## src/rtl/frame_chain_dma_pkg.sv

```systemverilog
package frame_chain_dma_pkg;
   typedef enum logic [1:0] {
      CH_IDLE  = 2'd0,
      CH_FETCH = 2'd1,
      CH_XFER  = 2'd2
   } ch_state_e;

   localparam int DESC_WORDS = 4;
endpackage

```

## src/rtl/fcd_fetch.sv

```systemverilog
module fcd_fetch
   import frame_chain_dma_pkg::*;
#(
   parameter int AW    = 32,
   parameter int LEN_W = 13,
   parameter int IRQ_BIT = 21
) (
   input  logic          clk,
   input  logic          rst_n,
   input  logic          go,
   input  logic [AW-1:0] go_addr,
   output logic          rd_en,
   output logic [AW-1:0] rd_addr,
   input  logic [31:0]   rd_data,
   output logic          desc_valid,
   output logic [AW-1:0] d_next,
   output logic [AW-1:0] d_tgt,
   output logic [LEN_W-1:0] d_len,
   output logic          d_irq
);
   localparam int NW    = DESC_WORDS;
   localparam int IDX_W = $clog2(NW);

   logic             busy;
   logic [IDX_W-1:0] idx;
   logic [AW-1:0]    base;
   logic             cap_vld;
   logic [IDX_W-1:0] cap_idx;
   logic [31:0]      word_q [NW];
   logic             unused_bits;

   if (NW != 4) begin : g_bad_nw
      $error("descriptor must be four words");
   end

   always_ff @(posedge clk) begin
      if (!rst_n) begin
         busy <= 1'b0;
         idx  <= '0;
         base <= '0;
      end else if (go) begin
         busy <= 1'b1;
         idx  <= '0;
         base <= go_addr;
      end else if (busy) begin
         if (idx == IDX_W'(NW - 1)) busy <= 1'b0;
         idx <= idx + 1'b1;
      end
   end

   assign rd_en   = busy;
   assign rd_addr = base + (AW'(idx) << 2);

   always_ff @(posedge clk) begin
      if (!rst_n) begin
         cap_vld    <= 1'b0;
         cap_idx    <= '0;
         desc_valid <= 1'b0;
         for (int w = 0; w < NW; w++) word_q[w] <= '0;
      end else begin
         cap_vld    <= rd_en;
         cap_idx    <= idx;
         desc_valid <= cap_vld && (cap_idx == IDX_W'(NW - 1));
         for (int w = 0; w < NW; w++)
            if (cap_vld && cap_idx == IDX_W'(w)) word_q[w] <= rd_data;
      end
   end

   assign d_next = word_q[0][AW-1:0];
   assign d_tgt  = word_q[2][AW-1:0];
   assign d_len  = word_q[3][LEN_W-1:0];
   assign d_irq  = word_q[3][IRQ_BIT];
   assign unused_bits = ^{word_q[0], word_q[1], word_q[2], word_q[3]};

   AST_FETCH_STRIDE: assert property (@(posedge clk) disable iff (!rst_n)
      (rd_en && idx != '0) |-> rd_addr == $past(rd_addr) + AW'(4));
   AST_FETCH_QUIET: assert property (@(posedge clk) disable iff (!rst_n)
      desc_valid |-> !rd_en);
endmodule

```

## src/rtl/fcd_mover.sv

```systemverilog
module fcd_mover #(
   parameter int AW    = 32,
   parameter int DW    = 64,
   parameter int LEN_W = 13
) (
   input  logic             clk,
   input  logic             rst_n,
   input  logic             load,
   input  logic [AW-1:0]    ld_tgt,
   input  logic [LEN_W-1:0] ld_beats,
   input  logic             pix_valid,
   input  logic [DW-1:0]    pix_data,
   output logic             pix_ready,
   output logic             wr_en,
   output logic [AW-1:0]    wr_addr,
   output logic [DW-1:0]    wr_data,
   output logic             done
);
   localparam int BEAT_B = DW / 8;
   localparam int ALIGN  = $clog2(BEAT_B);

   logic [AW-1:0]    tgt;
   logic [LEN_W-1:0] left;
   logic             take;
   logic             unused_low;

   if ((1 << ALIGN) != BEAT_B || ALIGN < 1) begin : g_bad_dw
      $error("beat width must be a power-of-two number of bytes, at least two");
   end

   assign pix_ready  = (left != '0);
   assign take       = pix_valid && pix_ready;
   assign wr_en      = take;
   assign wr_addr    = tgt;
   assign wr_data    = pix_data;
   assign done       = take && (left == LEN_W'(1));
   assign unused_low = ^ld_tgt[ALIGN-1:0];

   always_ff @(posedge clk) begin
      if (!rst_n) begin
         tgt  <= '0;
         left <= '0;
      end else if (load) begin
         tgt  <= {ld_tgt[AW-1:ALIGN], {ALIGN{1'b0}}};
         left <= ld_beats;
      end else if (take) begin
         tgt  <= tgt + AW'(BEAT_B);
         left <= left - 1'b1;
      end
   end

   AST_WR_ALIGNED: assert property (@(posedge clk) disable iff (!rst_n)
      wr_en |-> wr_addr[ALIGN-1:0] == '0);
   AST_READY_DROPS: assert property (@(posedge clk) disable iff (!rst_n)
      done |=> !pix_ready);
   AST_ADDR_STEP: assert property (@(posedge clk) disable iff (!rst_n)
      (take && !done) |=> wr_addr == $past(wr_addr) + AW'(BEAT_B));
endmodule

```

## src/rtl/fcd_irq.sv

```systemverilog
module fcd_irq (
   input  logic clk,
   input  logic rst_n,
   input  logic set,
   input  logic clr,
   output logic irq
);
   always_ff @(posedge clk) begin
      if (!rst_n)   irq <= 1'b0;
      else if (set) irq <= 1'b1;
      else if (clr) irq <= 1'b0;
   end

   AST_IRQ_SET_WINS: assert property (@(posedge clk) disable iff (!rst_n)
      set |=> irq);
   AST_IRQ_STICKY: assert property (@(posedge clk) disable iff (!rst_n)
      (irq && !clr) |=> irq);
endmodule

```

## src/rtl/frame_chain_dma.sv

```systemverilog
module frame_chain_dma
   import frame_chain_dma_pkg::*;
#(
   parameter int AW      = 32,
   parameter int DW      = 64,
   parameter int LEN_W   = 13,
   parameter int IRQ_BIT = 21,
   parameter logic [AW-1:0] STOP_ADDR = AW'(1)
) (
   input  logic          clk,
   input  logic          rst_n,
   input  logic          cfg_we,
   input  logic [AW-1:0] cfg_addr,
   input  logic          run_set,
   input  logic          cap_start,
   input  logic          irq_clr,
   input  logic          pix_valid,
   input  logic          pix_eof,
   input  logic [DW-1:0] pix_data,
   output logic          pix_ready,
   output logic          rd_en,
   output logic [AW-1:0] rd_addr,
   input  logic [31:0]   rd_data,
   output logic          wr_en,
   output logic [AW-1:0] wr_addr,
   output logic [DW-1:0] wr_data,
   output logic [AW-1:0] cur_desc,
   output logic          running,
   output logic          capturing,
   output logic          irq
);
   localparam int ALIGN = $clog2(DW / 8);

   if (AW < 8 || AW > 32) begin : g_bad_aw
      $error("address width must be 8..32");
   end
   if (LEN_W <= ALIGN || LEN_W > IRQ_BIT || IRQ_BIT > 31) begin : g_bad_cmd
      $error("command field layout is inconsistent");
   end

   ch_state_e        st;
   logic             run_q, cap_q, sync_q;
   logic [AW-1:0]    desc_q, next_hold;
   logic             irq_hold;

   logic             go, desc_valid, d_irq, mv_done, mv_load;
   logic [AW-1:0]    go_addr, d_next, d_tgt;
   logic [LEN_W-1:0] d_len, d_beats;
   logic             zero_desc, complete, halt, comp_irq;
   logic [AW-1:0]    comp_next;

   fcd_fetch #(.AW(AW), .LEN_W(LEN_W), .IRQ_BIT(IRQ_BIT)) u_fetch (
      .clk(clk), .rst_n(rst_n), .go(go), .go_addr(go_addr),
      .rd_en(rd_en), .rd_addr(rd_addr), .rd_data(rd_data),
      .desc_valid(desc_valid), .d_next(d_next), .d_tgt(d_tgt),
      .d_len(d_len), .d_irq(d_irq)
   );

   assign d_beats = d_len >> ALIGN;

   always_comb begin
      zero_desc = (st == CH_FETCH) && desc_valid && (d_beats == '0);
      mv_load   = (st == CH_FETCH) && desc_valid && (d_beats != '0);
      complete  = zero_desc || ((st == CH_XFER) && mv_done);
      comp_irq  = zero_desc ? d_irq  : irq_hold;
      comp_next = zero_desc ? d_next : next_hold;
      halt      = complete && (comp_next == STOP_ADDR);
      go        = ((st == CH_IDLE) && run_q && sync_q) || (complete && !halt);
      go_addr   = complete ? comp_next : desc_q;
   end

   fcd_mover #(.AW(AW), .DW(DW), .LEN_W(LEN_W)) u_mover (
      .clk(clk), .rst_n(rst_n), .load(mv_load), .ld_tgt(d_tgt),
      .ld_beats(d_beats), .pix_valid(pix_valid), .pix_data(pix_data),
      .pix_ready(pix_ready), .wr_en(wr_en), .wr_addr(wr_addr),
      .wr_data(wr_data), .done(mv_done)
   );

   fcd_irq u_irq (
      .clk(clk), .rst_n(rst_n), .set(complete && comp_irq),
      .clr(irq_clr), .irq(irq)
   );

   always_ff @(posedge clk) begin
      if (!rst_n) begin
         st        <= CH_IDLE;
         next_hold <= '0;
         irq_hold  <= 1'b0;
      end else begin
         unique case (st)
            CH_IDLE:  if (go) st <= CH_FETCH;
            CH_FETCH: if (mv_load) begin
                         st        <= CH_XFER;
                         next_hold <= d_next;
                         irq_hold  <= d_irq;
                      end else if (halt) st <= CH_IDLE;
            CH_XFER:  if (halt) st <= CH_IDLE;
                      else if (complete) st <= CH_FETCH;
            default:  st <= CH_IDLE;
         endcase
      end
   end

   always_ff @(posedge clk) begin
      if (!rst_n) begin
         run_q  <= 1'b0;
         cap_q  <= 1'b0;
         sync_q <= 1'b0;
         desc_q <= '0;
      end else begin
         if (halt)         run_q <= 1'b0;
         else if (run_set) run_q <= 1'b1;

         if (cap_start)    cap_q <= 1'b1;
         else if (halt)    cap_q <= 1'b0;

         if (halt) sync_q <= 1'b0;
         else if (cap_q && pix_valid && pix_eof) sync_q <= 1'b1;

         if (complete)              desc_q <= comp_next;
         else if (cfg_we && !run_q) desc_q <= cfg_addr;
      end
   end

   assign cur_desc  = desc_q;
   assign running   = run_q;
   assign capturing = cap_q;

   AST_HALT_SHOWS_STOP: assert property (@(posedge clk) disable iff (!rst_n)
      $fell(run_q) |-> cur_desc == STOP_ADDR);
   AST_NO_READ_UNSYNCED: assert property (@(posedge clk) disable iff (!rst_n)
      rd_en |-> (sync_q && run_q));
   AST_NO_BEAT_IDLE: assert property (@(posedge clk) disable iff (!rst_n)
      wr_en |-> run_q);
   AST_CFG_IGNORED: assert property (@(posedge clk) disable iff (!rst_n)
      (cfg_we && run_q && !complete) |=> $stable(cur_desc));
endmodule

```

## config.mk

```make
export PLATFORM = sky130hd
export DESIGN_NAME = frame_chain_dma
export DESIGN_NICKNAME = d
export VERILOG_FILES = /design/src/rtl/frame_chain_dma_pkg.sv /design/src/rtl/fcd_fetch.sv /design/src/rtl/fcd_mover.sv /design/src/rtl/fcd_irq.sv /design/src/rtl/frame_chain_dma.sv
export SDC_FILE = /design/constraint.sdc
export NUM_CORES = 1
export LEC_CHECK = 0
export BUFFER_PORTS_ARGS = -buffer_cell sky130_fd_sc_hd__buf_2
export CAP_MARGIN = 20
export CORE_ASPECT_RATIO = 0.5
export CORE_MARGIN = 2
export CORE_UTILIZATION = 54
export DETAILED_ROUTE_END_ITERATION = 12
export GPL_TIMING_DRIVEN = 0
export HOLD_SLACK_MARGIN = 0.03
export PLACE_DENSITY_LB_ADDON = 0.25
export REMOVE_ABC_BUFFERS = 1
export SYNTH_ARGS = -nofsm -noshare
export SYNTH_HDL_FRONTEND = slang
export SYNTH_SLANG_ARGS = --single-unit
export TNS_END_PERCENT = 1
```

## constraint.sdc

```tcl
create_clock -name clk -period 4.4 [get_ports clk]
set_input_delay 0.66 -clock clk [delete_from_list [all_inputs] [get_ports clk]]
set_output_delay 0.66 -clock clk [all_outputs]
set_load 0.005 [all_outputs]
```

Word level (Yosys, flattened, before mapping)
Memories as Yosys holds them, arrays and structs flattened.
Index checks and enable logic that the tools add are counted.
- equal/unequal tests: 11
- bitwise gates (word level): 5
- add/subtract/negate cells: 4
- reduce and logical (&&, ||, !) cells: 36
- multiplexer cells: 39
- operator list (kind ; count):
    $mux 32 ; 10
    $add 32x4->32 ; 1
    $add 32x4->32 const B ; 1
    $eq 32x1->1 const B ; 1
    $reduce_bool 13->1 ; 2
    $mux 1 ; 21
    $mux 10 ; 2
    $logic_and 1x1->1 ; 18
    $eq 13x1->1 const B ; 1
    $logic_not 13->1 ; 1
    $sub 13x1->13 const B ; 1
    $mux 2 ; 5
    $eq 2x2->1 const B ; 4
    $reduce_bool 2->1 ; 4
    $ne 3x3->1 const B ; 2
    $pmux 2 s3 ; 1
    $reduce_or 2->1 ; 3
    $eq 2x1->1 const B ; 2
    $logic_not 2->1 ; 2
    $or 1x1->1 ; 4
    $reduce_and 3->1 ; 1
    $add 2x1->2 const B ; 1
    $logic_not 1->1 ; 2
    $logic_or 1x1->1 ; 2
    other kinds (3) ; 3
- memories kept: 1
- register bits after elaboration: 155
- input bits: 136
- output and inout bits: 166
- memory bits (writable): 128
- memory list (memory ; depth ; width ; read ports ; clocked after Yosys merged registers in ; write ports ; RTL line ; RTL):
    u_fetch.word_q ; 4 ; 32 ; 3 ; 0 ; 4 ; fcd_fetch.sv:29 ; logic [31:0] word_q [NW];

Longest topological paths before layout
- depth after elaboration: 11
- mapped depth: 10
- gate-level depth less buffers: 8

Modules after synthesis
A second synthesis with hierarchy kept.
- cells, all modules: 1204
- area total of the unflattened synthesis: 12131.6 µm²
- modules (own cells, without submodules) (module ; cells each ; area an instance (µm²) ; instances ; sequential area each (µm²)):
    fcd_fetch ; 392 ; 5056.1 ; 1 ; 3123.0
    frame_chain_dma ; 451 ; 4030.1 ; 1 ; 1401.3
    fcd_mover ; 358 ; 3004.1 ; 1 ; 840.8
    fcd_irq ; 3 ; 41.3 ; 1 ; 20.0

Worst setup path after synthesis
Ideal clock, no wire load.
- kind: reg-to-reg
- start: register u_fetch.cap_vld
- end: memory u_fetch.word_q[0][0], enable pin
- path buffers: 0
- data required time: 3.934 ns
- slack: 1.133 ns
- stages on the path, launching flop included: 4
- data arrival time: 2.801 ns
- cells stage by stage: dfxtp_1 -> nor2b_1 -> inv_1 -> o21ai_0
- RTL lines (what ; RTL line ; RTL):
    start, declared ; fcd_fetch.sv:27 ; logic cap_vld;
    start signal, assigned ; fcd_fetch.sv:61 ; cap_vld <= rd_en;
    end, declared ; fcd_fetch.sv:29 ;

Worst setup path after layout
- start: register u_fetch.idx[0]
- end: output rd_addr[30]
- longest elaborated chain between the ends: 1
- ends and longest elaborated chain (what ; RTL line ; RTL):
    start, declared ; fcd_fetch.sv:25 ; logic [IDX_W-1:0] idx;
    start signal, assigned ; fcd_fetch.sv:47 ; idx <= idx + 1'b1;
    $add 32x4->32 ; fcd_fetch.sv:52 ; assign rd_addr = base + (AW'(idx) << 2);
    end, declared ; frame_chain_dma.sv:22 ; output logic [AW-1:0] rd_addr,
No other way between the ends.

==> insert_results.sql <==
INSERT INTO impl_metrics (metric_group, metric, value, unit) VALUES
('route', 'first_pass_iters', '5', ''),
('sta', 'fin_tns_setup', '0', 'ps'),
('run', 'max_cap_violations', '0', ''),
('synthesis', 'syn_area_per_cell', '9.21', 'um2'),
('synthesis', 'yosys.area_share.xor_xnor', '4.95', '%'),
('min_path', 'min_path_type', 'in2reg', ''),
('floorplan', 'die_height', '107', 'um'),
('sta', 'slew_headroom', '38.0', '%'),
('global_routing', 'via_count_of_the_first_global_routing_pass', '8685', ''),
('clock_tree', 'cts.root.buffer_cell', 'sky130_fd_sc_hd__clkbuf_16', ''),
('route', 'ant_nets', '0', ''),
('global_routing', 'grt_antenna_before_repair', '1', ''),
('critical_path', 'critical_path_slowest_stage_cell', 'sky130_fd_sc_hd__nor3_1', ''),
('sta', 'period_needed', '4020', 'ps'),
('critical_path', 'timing.critical_path.to_type', 'primary output', ''),
('critical_path', 'critPathArrivalTime', '3360', 'ps'),
('sta', 'final.setup.worst_slack', '375', 'ps'),
('critical_path', 'critical_path.n_buffers_inverters', '2', ''),
('sta', 'hold-worst-slack', '361', 'ps'),
('route', 'topRoutingLayerUsed', 'met5', ''),
('clock_tree', 'clock_sink_count', '224', ''),
('critical_path', 'critPathLaunchType', 'register', ''),
('place', 'placement.io_buffers', '170', ''),
('synthesis', 'synth-adder-area-share', '0.936', '%'),
('route', 'routed-wl-met3', '5.51', 'mm'),
('synthesis', 'synth_compound_gate_area_share', '13.2', '%'),
('route', 'dr_total_vias', '9693', ''),
('critical_path', 'worst-setup-path-type', 'reg2out', ''),
('cells_and_area', 'final_area', '12900', 'um2'),
('place', 'globalplace.congestion', '0.823', ''),
('route', 'routed_via_density', '6.05', ''),
('clock_tree', 'tritoncts', 'done', ''),
('global_routing', 'grt_max_degree', '73', ''),
('sta', 'timing.final.crit_share', '91.5', '%'),
('cells_and_area', 'post_route_cells_drive_above_1_share', '18.0', '%'),
('place', 'pre_cts_ws', '967', 'ps'),
('sta', 'finalSetupViolCount', '0', ''),
('sta', 'grt_setup_unrepaired', 'false', ''),
('synthesis', 'count_of_flip_flops_with_a_built_in_enable_after_synthesis', '72', ''),
('place', 'dpl.hpwl', '25.6', 'mm'),
('synthesis', 'synthCells', '1248', ''),
('critical_path', 'path_cells', 'ha_1 > inv_1 > fa_1 > nor3_1 > nand3_1 > nor4_1 > xor2_1 > buf_2', ''),
('floorplan', 'ios', '302', ''),
('floorplan', 'fp.dieW', '210', 'um'),
('route', 'routed_length_on_met2', '14.3', 'mm'),
('cells_and_area', 'layout-area-overhead-vs-synth', '12.3', '%'),
('synthesis', 'synth-seq-area-share', '45.3', '%'),
('sta', 'fmaxAchievable', '248', 'MHz'),
('synthesis', 'netlist-cell-type-count', '56', ''),
('floorplan', 'initial_utilization', '55.6', '%'),
('synthesis', 'yosys-mux-area-fraction', '8.44', '%'),
('sta', 'hold_violations', '0', ''),
('run_status', 'outcome', 'finished, final reports clean', ''),
('synthesis', 'synth-seq-cells', '224', ''),
('route', 'drcViolationCount', '0', ''),
('critical_path', 'worst-path-max-fanout', '7', ''),
('route', 'detailedRoute.firstIterationViolations', '892', ''),
('clock_tree', 'cts_repair_resize_count', '0', ''),
('power_and_ir_drop', 'power-per-cell-area', '393', 'nW/um2'),
('global_routing', 'wire_length_of_the_first_global_routing_pass', '53.8', 'mm'),
('synthesis', 'synth_top_family_by_area', 'simple AND/OR/NAND/NOR gates', ''),
('route', 'm1WireLength', '15.6', 'mm'),
('clock_tree', 'cts.hold.buffers_added', '0', ''),
('sta', 'fin_skew', '11.5', 'ps'),
('synthesis', 'synth_simple_gate_area_share', '19.1', '%'),
('critical_path', 'critical_path.max_stage_delay', '710', 'ps'),
('synthesis', 'post_synth_top_flop', 'sky130_fd_sc_hd__dfxtp_1', ''),
('synthesis', 'synthArstFlopShare', '0', '%'),
('route', 'drt_wl_total', '36.4', 'mm'),
('floorplan', 'num_rows', '37', ''),
('synthesis', 'yosysWarningCount', '0', '');
==> area by class of cell <==
cell class | instances | area (um2)
antenna | 1 | 2.50
clock buffer | 28 | 624
clock inverter | 12 | 81.3
fill | 1727 | 7770
inverter | 14 | 52.6
multi-input combinational | 861 | 5430
sequential | 224 | 5200
tap | 273 | 342
timing repair buffer | 188 | 1180
==> path summary, 6_finish.rpt <==
path	from	slack, ps	end	cells after the start
max	u_fetch.idx[0]$_SDFFE_PP0P_	380	rd_addr[30]	8
min reg2reg	u_fetch.base[1]$_SDFFE_PN0P_	460	u_fetch.base[1]$_SDFFE_PN0P_	2
min	cap_start	360	capturing$_SDFFE_PN0P_	3
max reg2reg	u_fetch.word_q[0][105]$_SDFFCE_PN0P_	1090	u_fetch.base[8]$_SDFFE_PN0P_	6
==> cell usage in the layout, fill, tap and decap left out, drive strengths merged, types with 3 or more instances in the layout <==
master    n
nor2     25
nand3    20
nor4     28
clkbuf   28
a21oi   104
clkinv   11
nor4b     3
nand4    39
nor3     11
a31oi     5
buf     188
and2     77
a21o     33
edfxtp   72
or4       3
mux2i    97
or3       4
xnor2    29
nand2   195
inv      14
o211ai   32
nand3b    4
and4      5
dfxtp   152
and3      9
conb      3
o21ai    72
xor2     36
ha        7
==> cells in the mapped netlist, drive strengths merged (3+ instances only) <==
cell	number	area (um2)
a21o	33	248
a21oi	104	521
a31oi	5	31.3
and2	77	482
and3	9	56.3
and4	5	43.8
buf	85	628
clkbuf	66	249
dfxtp	152	3040
edfxtp	72	2160
ha	7	87.6
inv	14	52.6
mux2i	97	971
nand2	195	732
nand3	20	100
nand3b	4	33.8
nand4	39	250
nor2	25	93.8
nor3	11	55.1
nor4	28	218
nor4b	3	26.3
o211ai	32	240
o21ai	72	360
or3	4	25.0
or4	3	26.3
xnor2	29	254
xor2	36	315
==> per-stage QoR <==
step	std cells	total power [mW]	util [%]
2_1_floorplan	1099	2.93	-
3_5_place_dp	1560	3.22	59.0
4_1_cts	1600	5.07	62.4
3_3_place_gp	1542	3.18	57.1
5_1_grt	1600	5.26	62.4
6_report	1601	5.07	62.4
==> registers in the layout (all words and copies together) (netlist names) <==
name	flops
capturing	1
cur_desc	32
irq_hold	1
next_hold	32
running	1
st	2
sync_q	1
u_fetch.base	32
u_fetch.cap_idx	2
u_fetch.cap_vld	1
u_fetch.desc_valid	1
u_fetch.idx	2
u_fetch.rd_en	1
u_fetch.word_q	72
u_irq.irq	1
u_mover.left	13
u_mover.wr_addr	29
==> report_power, final <==
| part | internal (mW) | switching, mW |
|---|---|---|
| Sequential | 2.24 | 0.135 |
| Combinational | 0.342 | 0.482 |
| Clock | 1.06 | 0.812 |
==> worst reg2reg max path, cell delays in order (launching register included) <==
cell and delay [ps]:
sky130_fd_sc_hd__edfxtp_1 420, sky130_fd_sc_hd__nor4_4 540, sky130_fd_sc_hd__nand4_4 680, sky130_fd_sc_hd__nor4_2 660, sky130_fd_sc_hd__a21o_2 440, sky130_fd_sc_hd__buf_12 270, sky130_fd_sc_hd__mux2i_1 230
==> logic make-up (layout without fill, tap and decap cells) <==
| group | count (synthesis) | after routing |
|---|---|---|
| and+or+nand+nor | 430 | 430 |
| AOI/OAI and AO/OA | 258 | 258 |
| DFF | 224 | 224 |
| buffers and inverters | 165 | 242 |
| muxes | 97 | 97 |
| xor gates and xnor gates | 65 | 65 |
| adders and majority gates | 8 | 8 |
| other | 1 | 4 |
==> per-layer routing <==
metal / global-route usage [%] / vias up
li1: - / 4447
met3: 17.3 / 60
met4: 6.89 / 8
met2: 42.7 / 560
met5: 10.6 / -
met1: 43.4 / 4618
Power figures use the tool's default switching activity.
